==> src/rtl/regport_pkg.sv <==
package regport_pkg;
  typedef enum logic [2:0] {
    ST_IDLE,
    ST_ADDR,
    ST_ACK_ADDR,
    ST_WR,
    ST_ACK_WR,
    ST_RD,
    ST_ACK_RD
  } rp_state_t;
endpackage

==> src/rtl/twowire_cond.sv <==
module twowire_cond (
  input  logic clk,
  input  logic rst,
  input  logic scl_i,
  input  logic sda_i,
  output logic sda_lvl,
  output logic scl_rise,
  output logic scl_fall,
  output logic start_det,
  output logic stop_det
);
  logic [1:0] scl_sync, sda_sync;
  logic       scl_prev, sda_prev;

  always_ff @(posedge clk) begin
    if (rst) begin
      scl_sync <= 2'b11;
      sda_sync <= 2'b11;
      scl_prev <= 1'b1;
      sda_prev <= 1'b1;
    end else begin
      scl_sync <= {scl_sync[0], scl_i};
      sda_sync <= {sda_sync[0], sda_i};
      scl_prev <= scl_sync[1];
      sda_prev <= sda_sync[1];
    end
  end

  assign sda_lvl   = sda_sync[1];
  assign scl_rise  = scl_sync[1] & ~scl_prev;
  assign scl_fall  = ~scl_sync[1] & scl_prev;
  assign start_det = scl_sync[1] & scl_prev & sda_prev & ~sda_sync[1];
  assign stop_det  = scl_sync[1] & scl_prev & ~sda_prev & sda_sync[1];
endmodule

==> src/rtl/regport_stage.sv <==
module regport_stage #(
  parameter int NREG  = 32,
  parameter int DEPTH = 32,
  localparam int AW = $clog2(NREG),
  localparam int CW = $clog2(DEPTH + 1)
) (
  input  logic            clk,
  input  logic            rst,
  input  logic            clr,
  input  logic            put,
  input  logic [AW-1:0]   put_addr,
  input  logic [7:0]      put_data,
  output logic [CW-1:0]   count,
  output logic [NREG-1:0] mask,
  output logic [NREG*8-1:0] data
);
  logic [7:0] slot [NREG];

  always_ff @(posedge clk) begin
    if (rst || clr) begin
      mask  <= '0;
      count <= '0;
    end else if (put) begin
      mask[put_addr] <= 1'b1;
      count          <= count + 1'b1;
    end
  end

  always_ff @(posedge clk) begin
    if (put) slot[put_addr] <= put_data;
  end

  for (genvar k = 0; k < NREG; k++) begin : g_flat
    assign data[8*k +: 8] = slot[k];
  end
endmodule

==> src/rtl/i2c_commit_regport.sv <==
module i2c_commit_regport
  import regport_pkg::*;
#(
  parameter int         NREG     = 32,
  parameter int         DEPTH    = 32,
  parameter logic [6:0] DEV_ADDR = 7'h68,
  localparam int AW = $clog2(NREG),
  localparam int CW = $clog2(DEPTH + 1)
) (
  input  logic              clk,
  input  logic              rst,
  input  logic              bus_en,
  input  logic              scl_i,
  input  logic              sda_i,
  output logic              sda_oe,
  output logic [AW-1:0]     rd_addr,
  input  logic [7:0]        rd_data,
  output logic              reg_wr_stb,
  output logic [NREG-1:0]   reg_wr_mask,
  output logic [NREG*8-1:0] reg_wr_data
);
  localparam logic [CW-1:0] CAP = CW'(DEPTH);

  logic sda_lvl, scl_rise, scl_fall, start_det, stop_det;
  rp_state_t st;
  logic [3:0]        bitcnt;
  logic [7:0]        shreg;
  logic              rw_q, first_q, mack_q;
  logic [AW-1:0]     ptr;
  logic              stg_put, stg_clr;
  logic [AW-1:0]     stg_addr;
  logic [7:0]        stg_byte;
  logic [CW-1:0]     stg_cnt;
  logic [NREG-1:0]   stg_mask;
  logic [NREG*8-1:0] stg_data;

  twowire_cond u_cond (
    .clk(clk), .rst(rst), .scl_i(scl_i), .sda_i(sda_i),
    .sda_lvl(sda_lvl), .scl_rise(scl_rise), .scl_fall(scl_fall),
    .start_det(start_det), .stop_det(stop_det)
  );

  regport_stage #(.NREG(NREG), .DEPTH(DEPTH)) u_stage (
    .clk(clk), .rst(rst), .clr(stg_clr), .put(stg_put),
    .put_addr(stg_addr), .put_data(stg_byte),
    .count(stg_cnt), .mask(stg_mask), .data(stg_data)
  );

  assign rd_addr = ptr;

  always_ff @(posedge clk) begin
    if (rst) begin
      st          <= ST_IDLE;
      bitcnt      <= '0;
      shreg       <= '0;
      rw_q        <= 1'b0;
      first_q     <= 1'b0;
      mack_q      <= 1'b0;
      ptr         <= '0;
      sda_oe      <= 1'b0;
      stg_put     <= 1'b0;
      stg_clr     <= 1'b1;
      stg_addr    <= '0;
      stg_byte    <= '0;
      reg_wr_stb  <= 1'b0;
      reg_wr_mask <= '0;
      reg_wr_data <= '0;
    end else begin
      stg_put    <= 1'b0;
      stg_clr    <= 1'b0;
      reg_wr_stb <= 1'b0;
      if (!bus_en) begin
        st      <= ST_IDLE;
        sda_oe  <= 1'b0;
        stg_clr <= 1'b1;
      end else if (start_det) begin
        st      <= ST_ADDR;
        bitcnt  <= '0;
        sda_oe  <= 1'b0;
        first_q <= 1'b1;
        stg_clr <= 1'b1;
      end else if (stop_det) begin
        st      <= ST_IDLE;
        sda_oe  <= 1'b0;
        stg_clr <= 1'b1;
        if (stg_cnt != '0) begin
          reg_wr_stb  <= 1'b1;
          reg_wr_mask <= stg_mask;
          reg_wr_data <= stg_data;
        end
      end else begin
        unique case (st)
          ST_ADDR, ST_WR: begin
            if (scl_rise && bitcnt != 4'd8) begin
              shreg  <= {shreg[6:0], sda_lvl};
              bitcnt <= bitcnt + 1'b1;
            end else if (scl_fall && bitcnt == 4'd8) begin
              if (st == ST_ADDR) begin
                if (shreg[7:1] == DEV_ADDR) begin
                  sda_oe <= 1'b1;
                  rw_q   <= shreg[0];
                  st     <= ST_ACK_ADDR;
                end else begin
                  st <= ST_IDLE;
                end
              end else begin
                st <= ST_ACK_WR;
                if (first_q) begin
                  ptr     <= shreg[AW-1:0];
                  first_q <= 1'b0;
                  sda_oe  <= 1'b1;
                end else if (stg_cnt < CAP) begin
                  stg_put  <= 1'b1;
                  stg_addr <= ptr;
                  stg_byte <= shreg;
                  ptr      <= ptr + 1'b1;
                  sda_oe   <= 1'b1;
                end else begin
                  sda_oe <= 1'b0;
                end
              end
            end
          end
          ST_ACK_ADDR: if (scl_fall) begin
            bitcnt <= '0;
            if (rw_q) begin
              st     <= ST_RD;
              shreg  <= rd_data;
              sda_oe <= ~rd_data[7];
            end else begin
              st     <= ST_WR;
              sda_oe <= 1'b0;
            end
          end
          ST_ACK_WR: if (scl_fall) begin
            sda_oe <= 1'b0;
            bitcnt <= '0;
            st     <= ST_WR;
          end
          ST_RD: if (scl_fall) begin
            if (bitcnt == 4'd7) begin
              sda_oe <= 1'b0;
              ptr    <= ptr + 1'b1;
              st     <= ST_ACK_RD;
            end else begin
              shreg  <= {shreg[6:0], 1'b0};
              sda_oe <= ~shreg[6];
              bitcnt <= bitcnt + 1'b1;
            end
          end
          ST_ACK_RD: begin
            if (scl_rise) mack_q <= ~sda_lvl;
            else if (scl_fall) begin
              if (mack_q) begin
                shreg  <= rd_data;
                sda_oe <= ~rd_data[7];
                bitcnt <= '0;
                st     <= ST_RD;
              end else begin
                st <= ST_IDLE;
              end
            end
          end
          default: ;
        endcase
      end
    end
  end
endmodule

==> config.mk <==
export PLATFORM = sky130hd
export DESIGN_NAME = i2c_commit_regport
export DESIGN_NICKNAME = d
export VERILOG_FILES = /design/src/rtl/regport_pkg.sv /design/src/rtl/twowire_cond.sv /design/src/rtl/regport_stage.sv /design/src/rtl/i2c_commit_regport.sv
export SDC_FILE = /design/constraint.sdc
export NUM_CORES = 1
export LEC_CHECK = 0
export ABC_AREA = 1
export BUFFER_PORTS_ARGS = -buffer_cell sky130_fd_sc_hd__buf_4
export CAP_MARGIN = 0
export CORE_MARGIN = 2
export CORE_UTILIZATION = 40
export DETAILED_ROUTE_END_ITERATION = 6
export GPL_ROUTABILITY_DRIVEN = 0
export PLACE_DENSITY = 0.6
export SLEW_MARGIN = 0
export SYNTH_ARGS = -nofsm -noshare
export SYNTH_HDL_FRONTEND = slang
export SYNTH_SLANG_ARGS = --single-unit
==> constraint.sdc <==
create_clock -name clk -period 1.4 [get_ports clk]
set_input_delay 0.14 -clock clk [delete_from_list [all_inputs] [get_ports clk]]
set_output_delay 0.14 -clock clk [all_outputs]
set_load 0.01 [all_outputs]
==> run metrics, run 1 <==
maximum buffer depth of the clock tree=3; area overhead of the layout relative to synthesis=46.9%; post-synthesis cell type count=38; CTS tree=yes; clock period minus worst slack=1.67 ns; Cell Pwr Density=1180 mW/mm2; Port Buf Inserts=307; Setup CP Type=reg2reg; Mapped Area=0.0214 mm2; CP Max Fanout=14; M3 GR Usage=0.0368; first-pass GRT wire length=90900 um; drt via density=5.01; most frequent cells in the layout=nor2_1, buf_4, dfxtp_1; total number of yosys warnings=0; crit path buf inv count=4; Die X=around 240 um; met2 layer usage reported by global route=0.361; height of the chip=between 200 and 250 um; row cnt=84; DPL Wire Length=40000 um; share of post-route cells with drive strength above 1=0.415; DIE AREA=approximately 0.055 mm2; clk sinks=628; Setup crit end kind=register; initial antenna violation count=2; Clock Tree Root=clkbuf_16; Min Hold Slack=0.132 ns; fmax=between 0.6 and 0.7 GHz; commonest non-fill, non-tap cell in the layout=nor2_1; final worst setup slack=-0.266 ns; GR Util met1=0.278; Final Hold Vio Count=0; Min-Delay Path Class=in2reg; Pwr Total=37100 uW; Vias=16603; post-DR wirelength/cell=20.6 um; Final ANT Viol Nets=0; clk slew on worst S/H paths=0.06 ns; gr ovfl total=0; Core Area=0.0527 mm2; Clk Latency, worst-skew pair=0.62 ns; critical path launch point type=register; sequential element share of the synthesized area=0.708; VDD IR max=915 uV; GRT Resource Usage Total=0.213; RSZ-0062 raised after global routing=yes; status=complete, but fails checks; syn avg cell area=10.4 um2; fin nets=2592; critical path's slowest cell=dfxtp_2; crit share post-route=1.19; pin count of the biggest net entering global routing=61; Critical Path RT=1.91 ns; Slew headroom=0.630; kind of cell adding the most delay to the critical path=buffers and inverters; cts bufs inserted=61; worst-path cell chain=inv_2, nand4_1, nor2_4, nand2_8, buf_12, clkbuf_16, buf_16, o21ai_1, nor2_1; Iteration-0 DRC Markers=1226; Static Leak=between 0.01 and 0.015 uW; H-tree depth=2; final instance area=0.0314 mm2; routed wire length=68200 um; I/O pin cnt=308; worst-margin pin slew=approximately 0.56 ns; clock skew=a little over 0.02 ns; max_cap viols=0; DP Area=0.0258 mm2; failing checks=setup timing; vias in the first global route=15289; Synth Instances=2051; # DRC=0; post-layout util=0.596; detailed-router iteration count before antenna repair=5; Largest stage delay, worst path=0.32 ns; max-slew violation count=0; GRT busiest layer=met2; Starting Density=0.406; number of synthesized register bits=628; Mapped Nets=2069; Final setup viols=497; Worst EP arrival=2.18 ns
## routing by layer
layer  up-vias  wire length, um
met5         -                0
met4         0             1970
met3       116             3550
met2       523            33600
met1      8072            29000
li1       7892                -
## stage by stage
stage	setup TNS [ns]	setup WS, ns	std cells
CTS	-80.97	-0.279	3253
global route	-129.28	-0.416	3314
global placement	-93.59	-0.282	3111
detailed placement	-103.88	-0.293	3111
finish	-70.82	-0.266	3315
floorplan	-30.70	-0.133	2051
## state kept, by name, summed over array words and instances (netlist names), 2 cells and up
signal and flops:
u_stage.mask 32, rd_addr 5, bitcnt 4, reg_wr_data 256, u_stage.count 6, st 3, u_cond.sda_sync 2, reg_wr_mask 32
stg_addr 5, stg_byte 8, u_stage.slot 256, u_cond.scl_sync 2, shreg 8
## synthesized netlist by cell type (all sizes together)
master  number  share of area
ha           5         0.0029
o21a         1        0.00035
buf         42          0.014
o211ai       1        0.00035
nor4         1        0.00029
o31a         1        0.00041
a21oi       32         0.0089
nor3        22         0.0062
a211oi       2        0.00070
clkbuf      66          0.012
nand3b       1        0.00035
nand2       93          0.017
inv         62          0.011
o21ai      325          0.076
nand4        5         0.0015
nor2       729           0.13
clkinv       2        0.00041
or2          4         0.0012
edfxtp     256           0.36
a32o         1        0.00047
dfxtp      372           0.35
nand3       24         0.0073
xor2         4         0.0016
## layout make-up
| cell class | instances | area (um2) |
|---|---|---|
| clock buffer | 79 | 1740 |
| timing repair inverter | 2 | 41.3 |
| tap | 688 | 861 |
| timing repair buffer | 564 | 5620 |
| inverter | 64 | 310 |
| multi-input combinational | 1253 | 7260 |
| antenna | 1 | 2.50 |
| sequential | 628 | 15200 |
| fill | 4244 | 21300 |
| clock inverter | 36 | 392 |
## worst min-delay path, stage by stage
cell	delay (ns)
buf_4	0.12
inv_1	0.11
buf_4	0.14
nor3_1	0.06
a21oi_1	0.13
## logic make-up (layout without fill, tap and decap cells)
family / Yosys count / in the layout / share of synthesized area
and+or+nand+nor: 879 / 881 / 0.163
DFF: 628 / 628 / 0.708
AOI/OAI and AO/OA: 363 / 363 / 0.0875
buffers and inverters: 172 / 745 / 0.0370
adders and majority gates: 5 / 5 / 0.00293
xor gates and xnor gates: 4 / 4 / 0.00164
other: 0 / 1 / 0
## worst paths after layout
kind / start / endpoint / slack, ns / cells after the start
max: u_cond.sda_prev / reg_wr_data[143] / -0.27 / 9
min: bus_en / mack_q / 0.13 / 5
max reg2reg: u_cond.sda_prev / reg_wr_data[143] / -0.27 / 9
min reg2reg: u_cond.sda_sync[0] / u_cond.sda_sync[1] / 0.41 / 1
## power by group
group          internal (uW)  leakage [uW]  switching (uW)
clock network          10200       0.00103            6990
logic                    433       0.00565             610
registers              18900       0.00477            22.6
## what timing repair did
item,in CTS,in global routing
hold buffers,13,0
gates cloned,6,49
pin swaps,14,65
endpoints found under the hold margin,15,0
resized for setup,144,530
setup buffers,8,16
setup endpoints to repair,602,608
No activity file was read; power rests on OpenSTA's default activity.
==> run 2: changes to the inputs <==
clock period = 1.45 ns   (was 1.4 ns; I/O delays follow)
==> run 2 against run 1 <==
  * The flow still finishes with violations (setup timing)
  * Critical path depth up 1
  * Register-to-register slack better by 0.06 ns
  * Setup slack better by 0.060 ns
  * Cell count down 1.4%
  * Die area unchanged
  * Routed wire length down 2.0%
  * Sequential cell count unchanged
  * Hold slack worse by 0.052 ns
  * Maximum frequency up 0.58%
  * Global-route usage up 0.61 points
  * Clock power down 8%
  * Critical endpoint is now reg_wr_data[241]
  * Largest cell class unchanged
==> run metrics, run 2 (same netlist as run 1, synthesis figures left out) <==
clock skew=about 0.016 ns; sw frac=0.208; final worst setup slack=-0.207 ns; worst-path cell chain=inv_2, nand4_1, nor2_1, buf_4, nand2_8, inv_12, clkbuf_16, clkbuf_16, nor2_1, nor2_1; initial antenna violation count=0; crit share post-route=1.14; Pwr Total=34900 uW; CP most frequent cell=nor2_1; Setup crit end kind=register; maximum buffer depth of the clock tree=3; most frequent cells in the layout=nor2_1, buf_4, dfxtp_1; drt via density=5.06; Core Area=0.0527 mm2; Largest stage delay, worst path=0.32 ns; clock period minus worst slack=approximately 1.7 ns; gr ovfl total=0; max_cap viols=0; first-pass GRT wire length=roughly 94000 um; Min-Delay Path Class=in2reg; routed wire length=66800 um; Seq pwr share=0.524; vias in the first global route=15650; fmax=0.604 GHz; Final ANT Viol Nets=0; status=complete, but fails checks; row cnt=84; Hold Startpoint=bus_en; Vias=16546; detailed-router iteration count before antenna repair=5; fillers=around 4400; clock power share=0.452; critical path's slowest cell=dfxtp_2; Logic pwr share=0.024; Slew headroom=0.702; RSZ-0062 raised after global routing=yes; sw power=around 7200 uW; share of post-route cells with drive strength above 1=0.330; Iteration-0 DRC Markers=1259; post-DR wirelength/cell=20.4 um; Layout Cells excl Fill=3269; Hold Crit Depth=6; Die X=235 um; Clk Latency, worst-skew pair=0.63 ns; area overhead of the layout relative to synthesis=38.6%; r2r startpoint=u_cond.sda_prev; Critical Path RT=2.00 ns; Port Buf Inserts=307; Final Hold Vio Count=0; Clock Tree Root=clkbuf_16; clk slew on worst S/H paths=0.06 ns; CTS tree=yes; max-slew violation count=0; fin nets=2549; Setup CP Type=reg2reg; Pint=27600 uW; VDD IR max=832 uV; DP Area=about 0.025 mm2; reg2reg setup slack=-0.21 ns; I/O pin cnt=308; DIE AREA=roughly 0.055 mm2; CP Max Fanout=8; Starting Density=0.406; Top Registers=reg_wr_data (256), u_stage.slot (256); height of the chip=235 um; cts bufs inserted=60; GRT Resource Usage Total=0.219; Worst Hold Path EP=st[0]; Static Leak=about 0.011 uW; DPL Wire Length=a little under 40000 um; H-tree depth=2; worst-margin pin slew=0.447 ns; failing checks=setup timing; Reg2Reg Depth=10; Worst EP arrival=2.21 ns; clk sinks=628; dpl ws=-0.262 ns; Cell Pwr Density=approximately 1200 mW/mm2; pin count of the biggest net entering global routing=99; commonest non-fill, non-tap cell in the layout=nor2_1; Reg2Reg Capture Point=reg_wr_data[241]; # DRC=0; critical path launch point type=register; final instance area=0.0296 mm2; Antenna Cells=0; Final setup viols=457; Min Hold Slack=0.0808 ns; Post-Place Cells=3082
## run 2: power by group through the flow
stage          logic, uW  clock network, uW  registers [uW]
2_1_floorplan        422                  0           18700
3_3_place_gp         681                  0           18700
3_5_place_dp         688                  0           18700
4_1_cts              791              16000           18300
5_1_grt              936              16800           18300
6_report             854              15800           18300
## run 2: area by class of cell
class,instances,area (um2),area share
multi-input cells,1253,6330,0.214
well taps,688,861,0.0291
repair buffers,524,5000,0.169
flip-flops and latches,628,15200,0.512
inverters,64,278,0.00938
clock inverters,21,269,0.00908
clock buffers,91,1710,0.0577
## run 2: critical path, delay by kind of cell, from the launching register on
| family | cells | cell delay [ns] |
|---|---|---|
| AND/OR/NAND/NOR | 5 | 0.53 |
| buffers and inverters | 5 | 0.73 |
| flip-flops | 1 | 0.32 |
## run 2: through the flow
stage,utilization,TNS [ns]
6_report,0.562,-44.68
5_1_grt,0.562,-99.18
4_1_cts,0.542,-34.97
3_5_place_dp,0.484,-60.62
3_3_place_gp,0.484,-50.49
2_1_floorplan,-,-18.05
## run 2: what timing repair did
| action | in CTS | in global routing |
|---|---|---|
| hold endpoints to repair | 20 | 0 |
| gates resized for setup | 235 | 213 |
| buffers inserted | 23 | 5 |
| cloned | 10 | 29 |
| pin swaps | 39 | 79 |
| hold buffers | 13 | 0 |
| setup endpoints to repair | 595 | 610 |
## run 2: worst max path at each step
stage                           from                   to  slack, ns  depth (start not counted)
global route         u_cond.sda_prev     reg_wr_data[222]      -0.28                          8
floorplan                    stg_put  u_stage.slot[13][0]      -0.08                          4
global placement    u_stage.count[0]      reg_wr_data[87]      -0.23                          7
detailed placement  u_stage.count[0]      reg_wr_data[87]      -0.26                          7
CTS                  u_cond.sda_prev      reg_wr_data[69]      -0.16                         10
finish               u_cond.sda_prev     reg_wr_data[241]      -0.21                         10
## run 2: layer usage
layer | up-vias | GRT usage | part of all wire
li1 | 7797 | - | -
met1 | 8014 | 0.285 | 0.42
met2 | 602 | 0.364 | 0.47
met3 | 133 | 0.0427 | 0.068
met4 | 0 | 0.0786 | 0.035
met5 | - | 0 | 0
==> run 3: changes to the inputs <==
PLACE_DENSITY = 0.58   (was 0.6)
SLEW_MARGIN = 20   (was 0)
clock period = 1.8 ns   (was 1.45 ns; I/O delays follow)
==> run 3 against run 2 <==
  * Highest routed layer unchanged
  * Die area stayed put
  * The flow now finishes without violations
  * Core utilization is 3.7 points lower
  * Routed wire length is 12% lower
  * Sequential power is 20% lower
==> run metrics, run 3 (same netlist as run 1, synthesis figures left out) <==
Hold Startpoint=u_cond.scl_sync[0]; Clock Tree Root=clkbuf_16; sw power=5990 uW; Pint=23100 uW; Final Hold Vio Count=0; DR top layer=met4; commonest non-fill, non-tap cell in the layout=nor2_1; reg2reg setup slack=0.07 ns; RSZ-0062 raised after global routing=yes; met3 routed WL=3160 um; Cell Pwr Density=about 1100 mW/mm2; CP Max Fanout=7; Worst Hold Path EP=u_cond.scl_sync[1]; Hold Crit Depth=1; Iteration-0 DRC Markers=1170; Reg2Reg Depth=10; Final setup viols=0; Final ANT Viol Nets=0; Antenna Cells=0; DPL Wire Length=38100 um; drt via density=4.90; clock period minus worst slack=roughly 1.7 ns; DIE AREA=about 0.055 mm2; met2 wire len=29000 um; Min-Delay Path Class=reg2reg; Layout Cells excl Fill=3180; Logic pwr share=0.019; gr ovfl total=0; height of the chip=between 200 and 250 um; fin nets=approximately 2500; post-DR wirelength/cell=18.6 um; Post-Place Cells=3034; max_cap viols=0; I/O pin cnt=308; DP Area=0.0251 mm2; pin count of the biggest net entering global routing=89; Starting Density=0.406; final instance area=0.0276 mm2; max-slew violation count=0; H-tree depth=3; crit share post-route=0.960; CTS tree=yes; worst-margin pin slew=0.551 ns; Critical Path RT=roughly 2.3 ns; # DRC=0; first-pass GRT wire length=89200 um; wire length on met1=25800 um; Slew headroom=0.633; clk slew on worst S/H paths=0.06 ns; area overhead of the layout relative to synthesis=29.4%; Core Area=0.0527 mm2; Setup crit end kind=register; Seq pwr share=0.506; Static Leak=around 0.01 uW; Setup CP Type=reg2reg; clk sinks=between 600 and 700; fillers=4678; row cnt=84; initial antenna violation count=1; Reg2Reg Capture Point=stg_byte[0]; sw frac=0.206; clock power share=0.475; Vias=15576; Port Buf Inserts=307; Worst EP arrival=around 2.2 ns; cts bufs inserted=66; fmax=0.579 GHz; maximum buffer depth of the clock tree=3; share of post-route cells with drive strength above 1=0.236; VDD IR max=between 600 and 700 uV; Die X=235 um; Top Registers=reg_wr_data (256), u_stage.slot (256); routed wire length=59100 um; r2r startpoint=bitcnt[1]; status=finished, final reports clean; vias in the first global route=15086; Clk Latency, worst-skew pair=0.60 ns; GRT Resource Usage Total=0.209; most frequent cells in the layout=nor2_1, buf_4, dfxtp_1; detailed-router iteration count before antenna repair=5; critical path launch point type=register; clock skew=0.0204 ns; setup_tns=0 ns
-- run 3: cell types whose count changed in the layout (fill, tap and decap cells not counted), moves of 14 or more --
| cell | before | now |
|---|---|---|
| o21ai_0 | 109 | 257 |
| o21ai_1 | 158 | 67 |
| nor2_1 | 645 | 717 |
| nor2_2 | 62 | 9 |
| o21ai_2 | 51 | 1 |
| buf_4 | 428 | 381 |
| buf_6 | 23 | 3 |
| nor2_4 | 21 | 2 |
| nand2_1 | 67 | 84 |
| inv_1 | 39 | 53 |
-- run 3: worst max path at each step --
stage	slack, ns	cells after the start	from	to
floorplan	0.27	4	stg_put	u_stage.slot[13][0]
global placement	0.08	8	u_cond.scl_prev	reg_wr_data[198]
detailed placement	0.03	8	u_cond.scl_prev	reg_wr_data[239]
CTS	0.01	8	u_cond.scl_prev	reg_wr_data[239]
global route	-0.06	9	bitcnt[1]	rd_addr[3]
finish	0.07	10	bitcnt[1]	stg_byte[0]
-- run 3: power by group through the flow --
stage               logic [uW]  clock network [uW]  registers [uW]
floorplan                  328                   0           15000
global route               612               14700           14700
finish                     541               13800           14700
CTS                        527               14100           14700
detailed placement         501                   0           15000
global placement           495                   0           15000
-- run 3: final cells by class --
cell class              count  area [um2]  area share
multi-input cells        1252        5520       0.200
well taps                 688         861      0.0311
flip-flops and latches    628       15200       0.548
inverters                  64         263     0.00950
repair buffers            426        3600       0.130
clock buffers              93        1980      0.0716
clock inverters            29         268     0.00968
-- run 3: worst max-delay path, stage by stage (launching register included) --
cell and delay (ns):
dfxtp_2 0.33, inv_1 0.05, ha_2 0.16, nand3_2 0.09, nor2_2 0.20, nand3_2 0.12
nor3_4 0.20, buf_6 0.14, buf_6 0.11, clkbuf_16 0.14, a21oi_1 0.06
-- run 3: per-stage QoR --
step                      hold slack, ns   util  worst slack [ns]  total power [uW]
after CTS                          0.405  0.522            0.0146             29400
final                              0.411  0.525            0.0728             29100
after global placement             0.372  0.476            0.0844             15500
after global routing               0.435  0.525           -0.0583             30000
after floorplan                    0.284      -             0.267             15400
after detailed placement           0.372  0.476            0.0334             15500
-- run 3: repair_timing --
item / CTS / global route
hold buffers: 14 / 0
buffers inserted: 0 / 7
resized for setup: 0 / 42
endpoints found under the setup margin: 0 / 325
endpoints found under the hold margin: 16 / 0
-- run 3: metal layers --
layer / global-route usage / vias up
met5: 0 / -
met4: 0.0583 / 0
met3: 0.0367 / 72
met2: 0.354 / 417
met1: 0.276 / 7502
li1: - / 7585
